==> config.mk <==
export PLATFORM = sky130hd
export DESIGN_NAME = uart_irq_prio
export DESIGN_NICKNAME = d
export VERILOG_FILES = /design/src/rtl/uart_irq_pkg.sv /design/src/rtl/uart_irq_ctrl.sv /design/src/rtl/uart_irq_datapath.sv /design/src/rtl/uart_irq_prio.sv
export SDC_FILE = /design/constraint.sdc
export NUM_CORES = 1
export LEC_CHECK = 0
export ABC_AREA = 1
export BUFFER_PORTS_ARGS = -buffer_cell sky130_fd_sc_hd__clkbuf_2
export CORE_AREA = 2 2 39 41
export DETAILED_ROUTE_END_ITERATION = 10
export DIE_AREA = 0 0 41 43
export GPL_ROUTABILITY_DRIVEN = 1
export PLACE_DENSITY = 0.66
export SKIP_LAST_GASP = 1
export SLEW_MARGIN = 20
export SYNTH_ARGS = -nofsm -noshare
export SYNTH_HDL_FRONTEND = slang
export SYNTH_SLANG_ARGS = --single-unit
==> constraint.sdc <==
create_clock -name clk -period 1.2 [get_ports clk]
set_input_delay 0.12 -clock clk [delete_from_list [all_inputs] [get_ports clk]]
set_output_delay 0.12 -clock clk [all_outputs]
set_load 0.01 [all_outputs]
==> src/rtl/uart_irq_pkg.sv <==
package uart_irq_pkg;

  typedef enum logic [3:0] {
    ID_MODEM   = 4'h0,
    ID_NONE    = 4'h1,
    ID_THR     = 4'h2,
    ID_RXDATA  = 4'h4,
    ID_LINE    = 4'h6,
    ID_TIMEOUT = 4'hC
  } irq_id_e;

  // strobes from control to datapath for the hidden pending flag
  typedef struct packed {
    logic setPend;
    logic clrPend;
  } pend_strobe_t;

  localparam int NUM_SRC = 5;
  localparam logic [3:0] FIFO_TAG = 4'hC;

  // index 0 is the highest rank
  function automatic irq_id_e srcCode(input int idx);
    case (idx)
      0:       return ID_LINE;
      1:       return ID_TIMEOUT;
      2:       return ID_RXDATA;
      3:       return ID_THR;
      default: return ID_MODEM;
    endcase
  endfunction

endpackage

==> src/rtl/uart_irq_ctrl.sv <==
module uart_irq_ctrl
  import uart_irq_pkg::*;
(
  input  logic         txDrained,
  input  logic         ierWrite,
  input  logic         thrEmpty,
  input  logic         idRead,
  input  logic         thrWrite,
  output pend_strobe_t strobes
);

  logic setByIer;

  always_comb begin
    setByIer        = ierWrite & thrEmpty;
    strobes.setPend = txDrained | setByIer;
    strobes.clrPend = idRead | thrWrite;
  end

endmodule

==> src/rtl/uart_irq_datapath.sv <==
module uart_irq_datapath
  import uart_irq_pkg::*;
#(
  parameter int CNT_W = 5
) (
  input  logic             clk,
  input  logic             rst,
  input  pend_strobe_t     strobes,
  input  logic [3:0]       ierValue,
  input  logic [3:0]       lineErr,
  input  logic             dataReady,
  input  logic             fifoOn,
  input  logic [CNT_W-1:0] rxCount,
  input  logic [CNT_W-1:0] rxTrigger,
  input  logic             timeoutPend,
  input  logic [3:0]       modemDelta,
  output logic [7:0]       idCode,
  output logic             irqOut
);

  logic               pendFlag;
  logic [NUM_SRC-1:0] srcActive;
  logic               rxLevelOk;
  irq_id_e            lowCode;
  logic               anyHit;

  // hidden transmit-empty flag: a set request beats a clear request
  always_ff @(posedge clk) begin
    if (rst)                  pendFlag <= 1'b0;
    else if (strobes.setPend) pendFlag <= 1'b1;
    else if (strobes.clrPend) pendFlag <= 1'b0;
  end

  always_comb begin
    rxLevelOk    = !fifoOn || (rxCount >= rxTrigger);
    srcActive[0] = ierValue[2] && (|lineErr);
    srcActive[1] = ierValue[0] && timeoutPend;
    srcActive[2] = ierValue[0] && dataReady && rxLevelOk;
    srcActive[3] = ierValue[1] && pendFlag;
    srcActive[4] = ierValue[3] && (|modemDelta);
  end

  // scan from lowest rank upward so the highest active rank is the last one kept
  always_comb begin
    lowCode = ID_NONE;
    anyHit  = 1'b0;
    for (int i = NUM_SRC - 1; i >= 0; i--) begin
      if (srcActive[i]) begin
        lowCode = srcCode(i);
        anyHit  = 1'b1;
      end
    end
  end

  assign idCode = {(fifoOn ? FIFO_TAG : 4'h0), lowCode};
  assign irqOut = anyHit;

endmodule

==> src/rtl/uart_irq_prio.sv <==
module uart_irq_prio
  import uart_irq_pkg::*;
#(
  parameter int CNT_W = 5
) (
  input  logic             clk,
  input  logic             rst,
  input  logic [3:0]       ierValue,
  input  logic [3:0]       lineErr,
  input  logic             dataReady,
  input  logic             fifoOn,
  input  logic [CNT_W-1:0] rxCount,
  input  logic [CNT_W-1:0] rxTrigger,
  input  logic             timeoutPend,
  input  logic [3:0]       modemDelta,
  input  logic             thrEmpty,
  input  logic             txDrained,
  input  logic             ierWrite,
  input  logic             idRead,
  input  logic             thrWrite,
  output logic [7:0]       idCode,
  output logic             irqOut
);

  pend_strobe_t strobes;

  uart_irq_ctrl u_ctrl (
    .txDrained (txDrained),
    .ierWrite  (ierWrite),
    .thrEmpty  (thrEmpty),
    .idRead    (idRead),
    .thrWrite  (thrWrite),
    .strobes   (strobes)
  );

  uart_irq_datapath #(.CNT_W(CNT_W)) u_dp (
    .clk         (clk),
    .rst         (rst),
    .strobes     (strobes),
    .ierValue    (ierValue),
    .lineErr     (lineErr),
    .dataReady   (dataReady),
    .fifoOn      (fifoOn),
    .rxCount     (rxCount),
    .rxTrigger   (rxTrigger),
    .timeoutPend (timeoutPend),
    .modemDelta  (modemDelta),
    .idCode      (idCode),
    .irqOut      (irqOut)
  );

endmodule

Word level (Yosys, flattened, before mapping):

Cells that the tools add are included.

* mux-type cells: 13
* $lt $le $gt $ge: 1
* reduce and logical (&&, ||, !) cells: 11
* bitwise operators: 3

Operators with widths (number)
* 2-to-1 mux 4 bit: 3
* 2-to-1 mux 1 bit: 8
* OR reduction 4 bit: 2
* logical AND 1 bit: 6
* greater-or-equal comparator 5 bit: 1
* 2-to-1 mux 3 bit: 1
* 2-to-1 mux 2 bit: 1
* bitwise OR 1 bit: 2
* nonzero test 2 bit: 1
* AND 1 bit: 1
* zero test 1 bit: 1
* logical OR 1 bit: 1

* register bits: 1
* input bits: 32
* word-level logic and storage cells: 29
* output and inout port bits: 9

Logic depth before layout (Yosys ltp):

* depth in word-level cells: 7
* depth in mapped cells: 11
* mapped depth without buffers: 11

Hierarchy:

From an unflattened synthesis, not the netlist that was laid out.

* cell total of the unflattened synthesis: 61
* area, all modules: 342.8 µm²

Modules (own cells, without submodules)
* uart_irq_datapath: instances 1, cells each 55, area each 320.3 µm², sequential area each 20.0 µm²
* uart_irq_ctrl: instances 1, cells each 6, area each 22.5 µm², sequential area each 0.0 µm²

Worst setup path before layout:

OpenSTA, ideal clock, no wires.

* path type: input port to output port
* from: in rxTrigger[2]
* to: out idCode[0]
* setup slack: 0.079 ns
* arrival: 1.001 ns
* data required time: 1.080 ns
* stages on the path: 11
* path buffers: 0
* cells stage by stage: inv_1 -> ha_1 -> nand2_1 -> inv_1 -> nand2_1 -> nand2_1 -> nand2_1 -> nand2_1 -> nand2_2 -> nand3_2 -> nor2_2

* cells in the longest elaborated chain, start to end: 6

Ends and longest elaborated chain
* start: declaration: RTL line uart_irq_prio.sv:13 `input logic [CNT_W-1:0] rxTrigger,`
* greater-or-equal comparator 5 bit: RTL line uart_irq_datapath.sv:35 `rxLevelOk = !fifoOn || (rxCount >= rxTrigger);`
* logical OR 1 bit: RTL line uart_irq_datapath.sv:35
* logical AND 1 bit: RTL line uart_irq_datapath.sv:38 `srcActive[2] = ierValue[0] && dataReady && rxLevelOk;`
* 2-to-1 mux 3 bit: RTL line uart_irq_datapath.sv:48 `if (srcActive[i]) begin`
* 2-to-1 mux 4 bit (2 in a row): RTL line uart_irq_datapath.sv:48
* end: declaration: RTL line uart_irq_prio.sv:21 `output logic [7:0] idCode,`

No other way between the ends.

Worst setup path in the final report:

Same ends and word-level chain as after synthesis.

==> flow_summary.toml <==
[setup_path]
crit_start = "rxTrigger[2]"
crit_path_end_kind = "primary output"
worstPathArrival_ns = 1.11
regToRegSetupSlack_ns = 0.62
r2r-start = "u_dp.pendFlag"
cp_max_fo = 3
crit_type = "primary input to primary output"
cp.required_ns = 1.08
startpoint_type = "primary input"

[power]
ir_worst_vdd_v = 0.000216
power_density_mw_per_mm2 = 377
seqPwrFrac = 0.165
p_leak_nw = 0.361
p_int_mw = 0.139
p_sw_frac = 0.390
power_frac_comb = 0.835
clkPwrFrac = 0
switchingPower_mw = 0.0886

[placement]
dpl_cell_area_um2 = 508
io_buffers = 38
gp_congestion = 0.656
hpwl_um = 667
post-place-cells = 107

[layout]
syn2layout_area_growth_pct = 86.1
final_common_cell = "clkbuf_2"
design_area_um2 = 603
final-instance-count-excl-fill = 107
largest_reg_flops = 1
fillers = 139
top_register = "u_dp.pendFlag"
n_antenna_cell = 0
drive_gt1_frac = 0.604
largestRegisters = "u_dp.pendFlag x1"
mostFrequentLayoutCells = "30 x clkbuf_2, 13 x nand2_1, 9 x inv_1"
fin_nets = 130

[sta]
finClkSkew_ns = 0
max_clock_freq_mhz = 813
drv_slew = 0
min_period_ns = 1.23
setup_viol = 1
hold_violations = 0
min_period_over_period = 1.03
setup_slack_ns = -0.0304
rsz0062_at_grt = "yes"

[die]
row_count = 14
die_area_mm2 = 0.00176
core_mm2 = 0.00138
die_x_um = 41
die_h_um = 43
io_pins = 41
start_util = 0.234

[detailed_routing]
initialDrtViolationCount = 0
routedWlPerCell_um = 7.39
route.detailed.drc = 0
vias = 450
wl_met3_um = 138
via_per_inst = 4.21
drt-met1-wl_um = 248
highest_layer = "met3"
ant_nets = 0
detail_route.wirelength_um = 791
wl_met2_um = 404
first_pass_iters = 1

[logic_synthesis]
ys_types = 15
seq_area_frac_synth = 0.0618
synth_area_um2 = 324
avgSynthCellArea_um2 = 5.79
ys.warnings.count = 0
synth_seq_cells = 1
synthCells = 56

[min_path]
hold_class = "primary input to flop"
hp-start = "rst"

[clock_network]
clkTransAtPathRegs_ns = 0
clk_latency_ns = 0
cts_hold_buf = 0

[status]
violations = "setup timing"
outcome = "complete, but fails checks"

[global_routing]
grt_max_degree = 5
grt_usage = 0.0909
grt_pass1_vias = 378
grt_pass1_wl_um = 1230
grt_overflow = 0
antenna_found_initial = 0

[job]
maxCapViolCount = 0
-- cells by family after synthesis --
logic type               count (synthesis)  share of synthesized area
AO/OA/AOI/OAI                            6                      0.139
adder cells (fa/ha/maj)                  5                      0.193
other                                    1                     0.0116
AND/OR/NAND/NOR                         25                      0.340
buffers and inverters                   18                      0.255
flip-flops                               1                     0.0618
-- synth_stat cells --
cell type  instances  area (um^2)
a21oi_1            4         20.0
nor2_1             5         18.8
nand2_2            1         6.26
ha_1               5         62.6
buf_4              4         30.0
o21ai_4            1         16.3
nand2_1           14         52.6
inv_1             14         52.6
conb_1             1         3.75
nand4_1            1         6.26
nand3_2            1         10.0
dfxtp_1            1         20.0
nor2_2             1         6.26
nand3_1            2         10.0
a21oi_2            1         8.76
-- worst max-delay path, cell delays in order --
cell and delay, ns:
buf_6 0.10, inv_4 0.05, ha_4 0.20, a21oi_2 0.12, nand2_1 0.06, nand2_1 0.05
nand2_1 0.06, nand2_2 0.09, nand3_2 0.08, nor2_2 0.08, buf_2 0.12
-- power by group through the flow --
stage	clock, mW	sequential [mW]	combinational [mW]
finish	0	0.0376	0.190
global route	0	0.0381	0.216
CTS	0	0.0377	0.168
detailed placement	0	0.0377	0.152
global placement	0	0.0376	0.149
floorplan	0	0.0372	0.0872
-- metal layers --
metal | track usage | vias to the layer above
li1 | - | 234
met1 | 0.0981 | 180
met2 | 0.184 | 36
met3 | 0.00524 | 0
met4 | 0 | 0
met5 | 0 | -
-- final cells by class --
type | count | area, um^2 | area share
Timing Repair Buffer | 38 | 221 | 0.367
Tap cell | 16 | 20.0 | 0.0332
Sequential cell | 1 | 20.0 | 0.0332
Multi-Input combinational cell | 38 | 287 | 0.475
Inverter | 14 | 55.1 | 0.0913
-- final timing paths --
kind / end / cells after the start
max: idCode[0] / 11
max reg2reg: u_dp.pendFlag / 2
min reg2reg: u_dp.pendFlag / 2
min: u_dp.pendFlag / 2
-- through the flow --
step | utilization | setup TNS, ns | power (mW) | hold slack, ns | worst slack, ns
6_report | 0.436 | -0.0304 | 0.228 | 0.279 | -0.0304
2_1_floorplan | - | 0 | 0.124 | 0.189 | 0.0794
3_3_place_gp | 0.367 | -0.168 | 0.187 | 0.279 | -0.0851
4_1_cts | 0.401 | -0.0955 | 0.206 | 0.280 | -0.0723
3_5_place_dp | 0.367 | -0.281 | 0.189 | 0.281 | -0.114
5_1_grt | 0.436 | -0.306 | 0.254 | 0.296 | -0.132
-- timing repair --
item	4_1_cts	5_1_grt
gates resized for setup	8	14
setup buffers	0	0
endpoints found under the setup margin	4	4
pin swaps	2	3
Power figures use the tool's default switching activity.
